File: src/rtl/ixb_pkg.sv
package ixb_pkg;
   // Mode register bit positions (software-visible encoding)
   localparam int MB_RST = 7;
   localparam int MB_PB  = 4;
   localparam int MB_AI  = 1;
   localparam int MB_IND = 0;
   localparam logic [7:0] MODE_KEEP = 8'((1 << MB_PB) | (1 << MB_AI) | (1 << MB_IND));

   // Decoded target of one host access
   typedef enum logic [1:0] {
      TGT_MODE = 2'd0,
      TGT_PHI  = 2'd1,
      TGT_PLO  = 2'd2,
      TGT_MEM  = 2'd3
   } tgt_e;
endpackage

File: src/rtl/ixb_mode.sv
module ixb_mode #(
   parameter int RST_CYCLES = 4
) (
   input  logic       clk,
   input  logic       rst_n,
   input  logic       wr_en,
   input  logic [7:0] wdata,
   output logic       busy,
   output logic       pb,
   output logic       ai,
   output logic       ind,
   output logic [7:0] rd_byte
);
   import ixb_pkg::*;

   localparam int CW = $clog2(RST_CYCLES + 1);

   if (RST_CYCLES < 1) begin : g_bad_rst
      $error("ixb_mode: RST_CYCLES must be at least 1");
   end

   logic [CW-1:0] cnt_q;
   logic [7:0]    flags_q;

   always_ff @(posedge clk or negedge rst_n) begin
      if (!rst_n) begin
         cnt_q   <= '0;
         flags_q <= '0;
      end else if (wr_en && wdata[MB_RST]) begin
         cnt_q   <= CW'(RST_CYCLES);
         flags_q <= '0;
      end else if (wr_en) begin
         flags_q <= wdata & MODE_KEEP;
      end else if (cnt_q != '0) begin
         cnt_q <= cnt_q - 1'b1;
      end
   end

   assign busy    = (cnt_q != '0);
   assign pb      = flags_q[MB_PB];
   assign ai      = flags_q[MB_AI];
   assign ind     = flags_q[MB_IND];
   assign rd_byte = flags_q | {busy, 7'b0};
endmodule

File: src/rtl/ixb_ptr.sv
module ixb_ptr #(
   parameter int AW = 15
) (
   input  logic          clk,
   input  logic          rst_n,
   input  logic          clr,
   input  logic          ld_hi,
   input  logic          ld_lo,
   input  logic          step,
   input  logic [7:0]    wdata,
   output logic [AW-1:0] ptr,
   output logic [7:0]    rd_hi,
   output logic [7:0]    rd_lo
);
   logic [AW-1:0] ptr_q;

   always_ff @(posedge clk or negedge rst_n) begin
      if (!rst_n) begin
         ptr_q <= '0;
      end else if (clr) begin
         ptr_q <= '0;
      end else if (ld_hi) begin
         ptr_q <= AW'({wdata, ptr_q[7:0]});
      end else if (ld_lo) begin
         ptr_q <= {ptr_q[AW-1:8], wdata};
      end else if (step) begin
         ptr_q <= ptr_q + 1'b1;
      end
   end

   assign ptr   = ptr_q;
   assign rd_hi = 8'(ptr_q >> 8);
   assign rd_lo = ptr_q[7:0];
endmodule

File: src/rtl/ixb_rdpath.sv
module ixb_rdpath #(
   parameter bit MEM_SYNC = 1'b1
) (
   input  logic       clk,
   input  logic       rst_n,
   input  logic       rd_local,
   input  logic       rd_mem,
   input  logic [7:0] local_byte,
   input  logic [7:0] mem_rdata,
   output logic [7:0] rdata
);
   logic [7:0] hold_q;

   if (MEM_SYNC) begin : g_sync_mem
      // Memory returns data one cycle after the strobe; only the source is remembered.
      logic sel_local_q;
      always_ff @(posedge clk or negedge rst_n) begin
         if (!rst_n) begin
            sel_local_q <= 1'b1;
            hold_q      <= '0;
         end else if (rd_local) begin
            sel_local_q <= 1'b1;
            hold_q      <= local_byte;
         end else if (rd_mem) begin
            sel_local_q <= 1'b0;
         end
      end
      assign rdata = sel_local_q ? hold_q : mem_rdata;
   end else begin : g_comb_mem
      // Memory answers in the strobe cycle; the bridge captures it.
      always_ff @(posedge clk or negedge rst_n) begin
         if (!rst_n) begin
            hold_q <= '0;
         end else if (rd_local) begin
            hold_q <= local_byte;
         end else if (rd_mem) begin
            hold_q <= mem_rdata;
         end
      end
      assign rdata = hold_q;
   end
endmodule

File: src/rtl/ixb_top.sv
module ixb_top #(
   parameter int AW         = 15,
   parameter int RST_CYCLES = 4,
   parameter bit MEM_SYNC   = 1'b1
) (
   input  logic          clk,
   input  logic          rst_n,
   input  logic          host_cs,
   input  logic          host_rd,
   input  logic          host_wr,
   input  logic [AW-1:0] host_addr,
   input  logic [7:0]    host_wdata,
   output logic [7:0]    host_rdata,
   output logic [AW-1:0] mem_addr,
   output logic          mem_we,
   output logic          mem_re,
   output logic [7:0]    mem_wdata,
   input  logic [7:0]    mem_rdata,
   output logic          soft_rst,
   output logic          ping_block
);
   import ixb_pkg::*;

   if (AW < 9 || AW > 16) begin : g_bad_aw
      $error("ixb_top: AW must lie between 9 and 16");
   end

   logic          rd_req, wr_req, busy;
   logic          pb_q, ai_q, ind_q;
   logic [7:0]    mode_rd, ptr_hi, ptr_lo, local_byte;
   logic [AW-1:0] ptr_q, tgt_addr;
   tgt_e          tgt;
   logic          is_data, mode_wr, rst_wr, step;

   assign rd_req = host_cs & host_rd & ~host_wr;
   assign wr_req = host_cs & host_wr;

   // Address decode
   always_comb begin
      tgt      = TGT_MEM;
      tgt_addr = host_addr;
      if (!ind_q) begin
         if (host_addr == '0) tgt = TGT_MODE;
      end else begin
         unique case (host_addr[1:0])
            2'd0: tgt = TGT_MODE;
            2'd1: tgt = TGT_PHI;
            2'd2: tgt = TGT_PLO;
            default: begin
               tgt_addr = ptr_q;
               tgt      = (ptr_q == '0) ? TGT_MODE : TGT_MEM;
            end
         endcase
      end
   end

   always_comb begin
      unique case (tgt)
         TGT_MODE: local_byte = mode_rd;
         TGT_PHI:  local_byte = ptr_hi;
         TGT_PLO:  local_byte = ptr_lo;
         default:  local_byte = 8'h00;
      endcase
      if (busy) local_byte = mode_rd;
   end

   assign is_data = ind_q & (host_addr[1:0] == 2'd3);
   assign mode_wr = wr_req & ~busy & (tgt == TGT_MODE);
   assign rst_wr  = mode_wr & host_wdata[MB_RST];
   assign step    = is_data & ai_q & (rd_req | wr_req) & ~busy & ~rst_wr;

   ixb_mode #(.RST_CYCLES(RST_CYCLES)) u_mode (
      .clk     (clk),
      .rst_n   (rst_n),
      .wr_en   (mode_wr),
      .wdata   (host_wdata),
      .busy    (busy),
      .pb      (pb_q),
      .ai      (ai_q),
      .ind     (ind_q),
      .rd_byte (mode_rd)
   );

   ixb_ptr #(.AW(AW)) u_ptr (
      .clk   (clk),
      .rst_n (rst_n),
      .clr   (rst_wr),
      .ld_hi (wr_req & ~busy & (tgt == TGT_PHI)),
      .ld_lo (wr_req & ~busy & (tgt == TGT_PLO)),
      .step  (step),
      .wdata (host_wdata),
      .ptr   (ptr_q),
      .rd_hi (ptr_hi),
      .rd_lo (ptr_lo)
   );

   ixb_rdpath #(.MEM_SYNC(MEM_SYNC)) u_rd (
      .clk        (clk),
      .rst_n      (rst_n),
      .rd_local   (rd_req & (busy | (tgt != TGT_MEM))),
      .rd_mem     (mem_re),
      .local_byte (local_byte),
      .mem_rdata  (mem_rdata),
      .rdata      (host_rdata)
   );

   assign mem_addr   = tgt_addr;
   assign mem_re     = rd_req & ~busy & (tgt == TGT_MEM);
   assign mem_we     = wr_req & ~busy & (tgt == TGT_MEM);
   assign mem_wdata  = host_wdata;
   assign soft_rst   = busy;
   assign ping_block = pb_q;
endmodule

File: config.mk
export PLATFORM = sky130hd
export DESIGN_NAME = ixb_top
export DESIGN_NICKNAME = d
export VERILOG_FILES = /design/src/rtl/ixb_pkg.sv /design/src/rtl/ixb_mode.sv /design/src/rtl/ixb_ptr.sv /design/src/rtl/ixb_rdpath.sv /design/src/rtl/ixb_top.sv
export SDC_FILE = /design/constraint.sdc
export NUM_CORES = 1
export LEC_CHECK = 0
export BUFFER_PORTS_ARGS = -buffer_cell sky130_fd_sc_hd__clkbuf_2
export CORE_MARGIN = 3
export CORE_UTILIZATION = 34
export DETAILED_ROUTE_END_ITERATION = 10
export GPL_ROUTABILITY_DRIVEN = 0
export GPL_TIMING_DRIVEN = 1
export PLACE_DENSITY = 0.64
export SYNTH_ARGS = -nofsm -noshare
export SYNTH_HDL_FRONTEND = slang
export SYNTH_SLANG_ARGS = --single-unit
File: constraint.sdc
create_clock -name clk -period 2.72 [get_ports clk]
set_input_delay 0.408 -clock clk [delete_from_list [all_inputs] [get_ports clk]]
set_output_delay 0.408 -clock clk [all_outputs]
set_load 0.02 [all_outputs]
== Word-level counts from Yosys, hierarchy flattened ==
Index checks and enable logic that the tools add are counted.
Cells by class
  add/subtract/negate cells: 2
  reductions and logical operators: 15
  multiplexer cells: 20
  bitwise logic cells: 23
  equal/unequal tests: 10
Operator list (count)
  $mux 15: 6
  $mux 8: 4
  $logic_not 15->1: 2
  $pmux 8 s3: 1
  $and 1x1->1: 17
  $add 15x1->15 const B: 1
  $mux 3: 3
  $reduce_bool 3->1: 3
  $eq 2x2->1 const B: 4
  $or 8x8->8: 1
  $mux 2: 3
  $pmux 2 s3: 1
  $reduce_and 2->1: 3
  $reduce_bool 2->1: 3
  $eq 2x1->1 const B: 2
  $logic_not 2->1: 2
  $ne 2x2->1 const B: 2
  $ne 3x2->1 const B: 1
  $not 1->1: 3
  $reduce_or 3->1: 1
  $sub 3x1->3 const B: 1
  $mux 1: 2
  $ne 2x1->1 const B: 1
  $or 1x1->1: 2
  $logic_and 1x1->1: 1
Word-level totals
  output and inout bits: 35
  logic and storage cells: 76
  input bits: 36
  bits in registers: 35

== Longest topological paths before layout ==
  depth after elaboration: 13
  depth in mapped cells: 10

== By module ==
From an unflattened synthesis, not the netlist that was laid out.
Unflattened totals
  cell total of the unflattened synthesis: 295
  area, all modules: 2646.3 µm²
Modules (own cells, without submodules)
  ixb_ptr: sequential area each 375.4 µm², cells an instance 139, times used 1, area each 1139.8 µm²
  ixb_top: sequential area each 0.0 µm², cells an instance 87, times used 1, area each 631.9 µm²
  ixb_rdpath: sequential area each 226.5 µm², cells an instance 29, times used 1, area each 501.7 µm²
  ixb_mode: sequential area each 150.1 µm², cells an instance 40, times used 1, area each 372.9 µm²

== Least setup slack after synthesis ==
No wires, ideal clock.
  path kind: reg2reg
  from: register u_mode.cnt_q[0]
  to: register u_ptr.ptr_q[5], in the netlist u_ptr.ptr[5]
  required time: 2.633 ns
  slack: 0.477 ns
  path buffers: 1
  cell stages (with the launch flop): 11
  data arrival time: 2.156 ns
  clock period less this slack: 2.243 ns
  cells stage by stage: dfrtp_1 > inv_1 > ha_1 > nor2b_4 > inv_2 > or4_4 > buf_6 > nor2_4 > and4_1 > xnor2_1 > a211oi_2
On the way
  longest elaborated chain between the ends: 9
  elaborated cells between the ends (all ways): 16
RTL lines
  start, declared: line ixb_mode.sv:22  | logic [CW-1:0] cnt_q;
  start signal, assigned: line ixb_mode.sv:30  | cnt_q <= CW'(RST_CYCLES);
  start signal, assigned: line ixb_mode.sv:35  | cnt_q <= cnt_q - 1'b1;
  $reduce_bool 3->1 (*): line ixb_mode.sv:39  | assign busy = (cnt_q != '0);
  via soft_rst: line ixb_top.sv:19  | output logic soft_rst,
  $not 1->1 (*)
  $and 1x1->1: line ixb_top.sv:68, ixb_top.sv:88, ixb_top.sv:89
  $and 1x1->1: line ixb_top.sv:68  | assign mode_wr = wr_req & ~busy & (tgt == TGT_MODE);
  $and 1x1->1: line ixb_top.sv:69  | assign rst_wr = mode_wr & host_wdata[MB_RST];
  $not 1->1: line ixb_top.sv:70  | assign step = is_data & ai_q & (rd_req | wr_req) & ~busy & ~rst_wr;
  $and 1x1->1: line ixb_top.sv:70
  $reduce_bool 3->1 (no source line)
  $reduce_and 2->1 (no source line)
  end signal, assigned: line ixb_ptr.sv:23  | ptr_q <= AW'({wdata, ptr_q[7:0]});
  end signal, assigned: line ixb_ptr.sv:25  | ptr_q <= {ptr_q[AW-1:8], wdata};
  end signal, assigned: line ixb_ptr.sv:27  | ptr_q <= ptr_q + 1'b1;
  end, declared: line ixb_ptr.sv:15  | logic [AW-1:0] ptr_q;
The timed path passes the listed nets; every way through them passes the cells marked *. The select of a mux whose other input is x is not followed.
A chain may end at the register's enable or synchronous reset.

== Worst setup path in the final report ==
  from: register u_ptr.ptr_q[1], in the netlist u_ptr.ptr[1]
  to: output mem_we
On the way
  longest elaborated chain between the ends: 6
RTL lines
  $logic_not 15->1: line ixb_top.sv:51  | tgt = (ptr_q == '0) ? TGT_MODE : TGT_MEM;
  $mux 2: line ixb_top.sv:51
  $pmux 2 s3: line ixb_top.sv:45  | unique case (host_addr[1:0])
  $mux 2: line ixb_top.sv:42  | if (!ind_q) begin
  $eq 2x2->1: line ixb_top.sv:109  | assign mem_we = wr_req & ~busy & (tgt == TGT_MEM);
  $and 1x1->1: line ixb_top.sv:109
  end, declared: line ixb_top.sv:15  | output logic mem_we,
Every way passes these cells.

==> flow_summary.toml <==
[status]
outcome = "finished, final reports clean"

[detailed_routing]
met1_length_um = 3120
vias = 2426
routed_wl_um = 7080
drtPass1Iterations = 5
drt_iter0_markers = 199
wl_per_cell_um = 15.9
via_per_inst = 5.45
wl_met3_um = 520
drtAntennaViolNets = 0
wl_met2_um = 3290
drcViolationCount = 0
topRoutingLayerUsed = "met4"

[die]
coreArea_um2 = 6390
rows = 29
die_h_um = 87.4
initial_core_util_pct = 35.3
io_pins = 71
die_width_um = 87.4
fp.dieArea_um2 = 7640

[setup_path]
worstSetupPathType = "reg -> out"
ff2ff_setup_slack_ns = 0.36
critPathLaunchType = "register"
crit_path_end_kind = "output pin"
worst_ep_required_time_ns = 2.31
arrival_ns = 2.04
cp_max_fo = 6

[timing]
rsz0062_at_grt = "false"
fin_crit_ns = 2.45
max_clock_freq_mhz = 409
setup_viol = 0
tns_ns = 0
relSlewSlack_pct = 49.4
finalMaxSlewViolations = 0
period_share_pct = 90.0
finalHoldViolCount = 0
worstMarginPinSlew_ns = 0.759
finClkSkew_ns = 0.0115

[final_layout]
layout.nets = 407
diodes = 0
layout-drive-gt1-share_pct = 31.0
final_util_pct = 44.1
syn_to_final_growth_pct = 24.9
fillCellCount = 666
final_common_cell = "nand2_1"
layout_common_cells = "nand2_1 (73), clkbuf_2 (70), dfrtp_1 (29)"

[clock_network]
cts_buffers = 5
cts_tree = "yes"
holdBufCountCts = 0
cts.sinks = 30
clockBufferDepth = 2
clk_pin_slew_ns = 0.07
htreeDepth = 2
root_buffer = "clkbuf_8"
clkLatencyLatePin_ns = 0.29

[grt]
grt_use_total_pct = 19.2
grt_max_degree = 31
overflow = 0
grt_pass1_wl_um = 11400
antenna_found_initial = 0
grt_pass1_vias = 2303

[logic_synthesis]
synth_nets = 333
synth-async-reset-ratio_pct = 100
synth_sequential_area_ratio_pct = 33.4
syn_inst = 293
syn_area_per_cell_um2 = 7.70
synth_ff_type = "dfrtp_1"
syn_area_um2 = 2250
synth_edf_count = 0
ys_warn_count = 0
ys_seq_elements = 30
synthDistinctLibCells = 49

[power]
ir_drop_mv = 0.292
leakagePower_uw = 0.00131
power_density_nw_per_um2 = 458

[placement]
hpwl_um = 5500
port_buffers = 70

[job]
maxCapViolations = 0

[min_path]
hold_path.class = "in -> async"
==> layout make-up <==
class | count | area [µm²] | area share [%]
multi-input cells | 231 | 1350 | 47.9
inverters | 11 | 41.3 | 1.47
well taps | 77 | 96.3 | 3.42
repair buffers | 88 | 485 | 17.2
clock buffers | 7 | 86.3 | 3.07
flip-flops and latches | 30 | 752 | 26.7
clock inverters | 1 | 5.00 | 0.178
==> what timing repair did <==
item,CTS,global route
endpoints found under the setup margin,0,6
setup buffers,0,1
resized for setup,0,3
==> cells by family after synthesis <==
| family | after synthesis | synth area share (%) |
|---|---|---|
| AOI/OAI and AO/OA | 69 | 20.4 |
| xor gates and xnor gates | 10 | 3.88 |
| adders and majority gates | 4 | 2.22 |
| buffers and inverters | 32 | 7.10 |
| DFF | 30 | 33.4 |
| muxes | 9 | 4.44 |
| and+or+nand+nor | 139 | 28.6 |
==> power by group <==
group          internal [µW]  total (µW)  switching [µW]
registers                491         527            35.6
clock network            204         379             175
logic                    161         384             223
total                    856        1290             433
==> per-stage QoR <==
step                      cell area (µm²)  power (µW)  hold slack [ns]  std cells  worst slack (ns)
after floorplan                      2250         799            0.112        293             0.477
after global placement               2710         918            0.468        436             0.390
after detailed placement             2710         924            0.481        436             0.238
after CTS                            2800        1300            0.212        444            0.0820
after global routing                 2820        1370            0.232        445             0.116
final                                2820        1290            0.170        445             0.273
==> per-layer routing <==
layer | vias to the layer above | global-route usage [%]
met4 | 0 | 7.67
met1 | 1136 | 25.5
met5 | - | 0
li1 | 1185 | -
met3 | 17 | 3.31
met2 | 88 | 30.9
==> flip-flops by register name (all words and copies together), names as in the netlist <==
| register | count |
|---|---|
| u_mode.flags_q | 3 |
| u_mode.cnt_q | 3 |
| u_rd.hold_q | 8 |
| u_rd.g_sync_mem.sel_local_q | 1 |
| u_ptr.ptr | 15 |
==> cells in the mapped netlist, types with 4 or more instances <==
cell type,count,area [µm²]
dfrtp_1,29,726
nor3_1,6,30.0
ha_1,4,50.1
a211oi_1,6,45.0
xor2_1,6,52.6
o21ai_0,17,85.1
clkbuf_1,10,37.5
nand3_1,8,40.0
xnor2_1,4,35.0
nand2_1,73,274
nand4_1,4,25.0
a21oi_1,10,50.1
a31oi_1,5,31.3
mux2_2,8,90.1
inv_1,10,37.5
a22oi_1,7,52.6
buf_4,8,60.1
nor4_1,7,43.8
o2bb2ai_1,4,35.0
nor2_1,22,82.6
==> worst paths after layout <==
check / startpoint / to / depth (start not counted)
worst max-delay path: u_ptr.ptr[1]$_DFFE_PN0P_ / mem_we / 8
worst min-delay path: rst_n / u_ptr.ptr[5]$_DFFE_PN0P_ / 1
worst max register to register: u_mode.cnt_q[0]$_DFFE_PN0P_ / u_ptr.ptr[5]$_DFFE_PN0P_ / 9
worst min register to register: u_rd.hold_q[6]$_DFFE_PN0P_ / u_rd.hold_q[6]$_DFFE_PN0P_ / 2
max in group asynchronous: rst_n / u_rd.hold_q[5]$_DFFE_PN0P_ / 1
min in group clk: host_wdata[1] / u_mode.flags_q[1]$_DFFE_PN0P_ / 3
==> worst max-delay path, stage by stage (launching register included) <==
cell	delay, ns
dfrtp_1	0.44
inv_1	0.10
ha_1	0.15
nor4b_1	0.24
nand4_1	0.13
buf_4	0.19
a21oi_2	0.23
nor2_1	0.10
clkbuf_2	0.16
No activity file was read; power rests on OpenSTA's default activity.
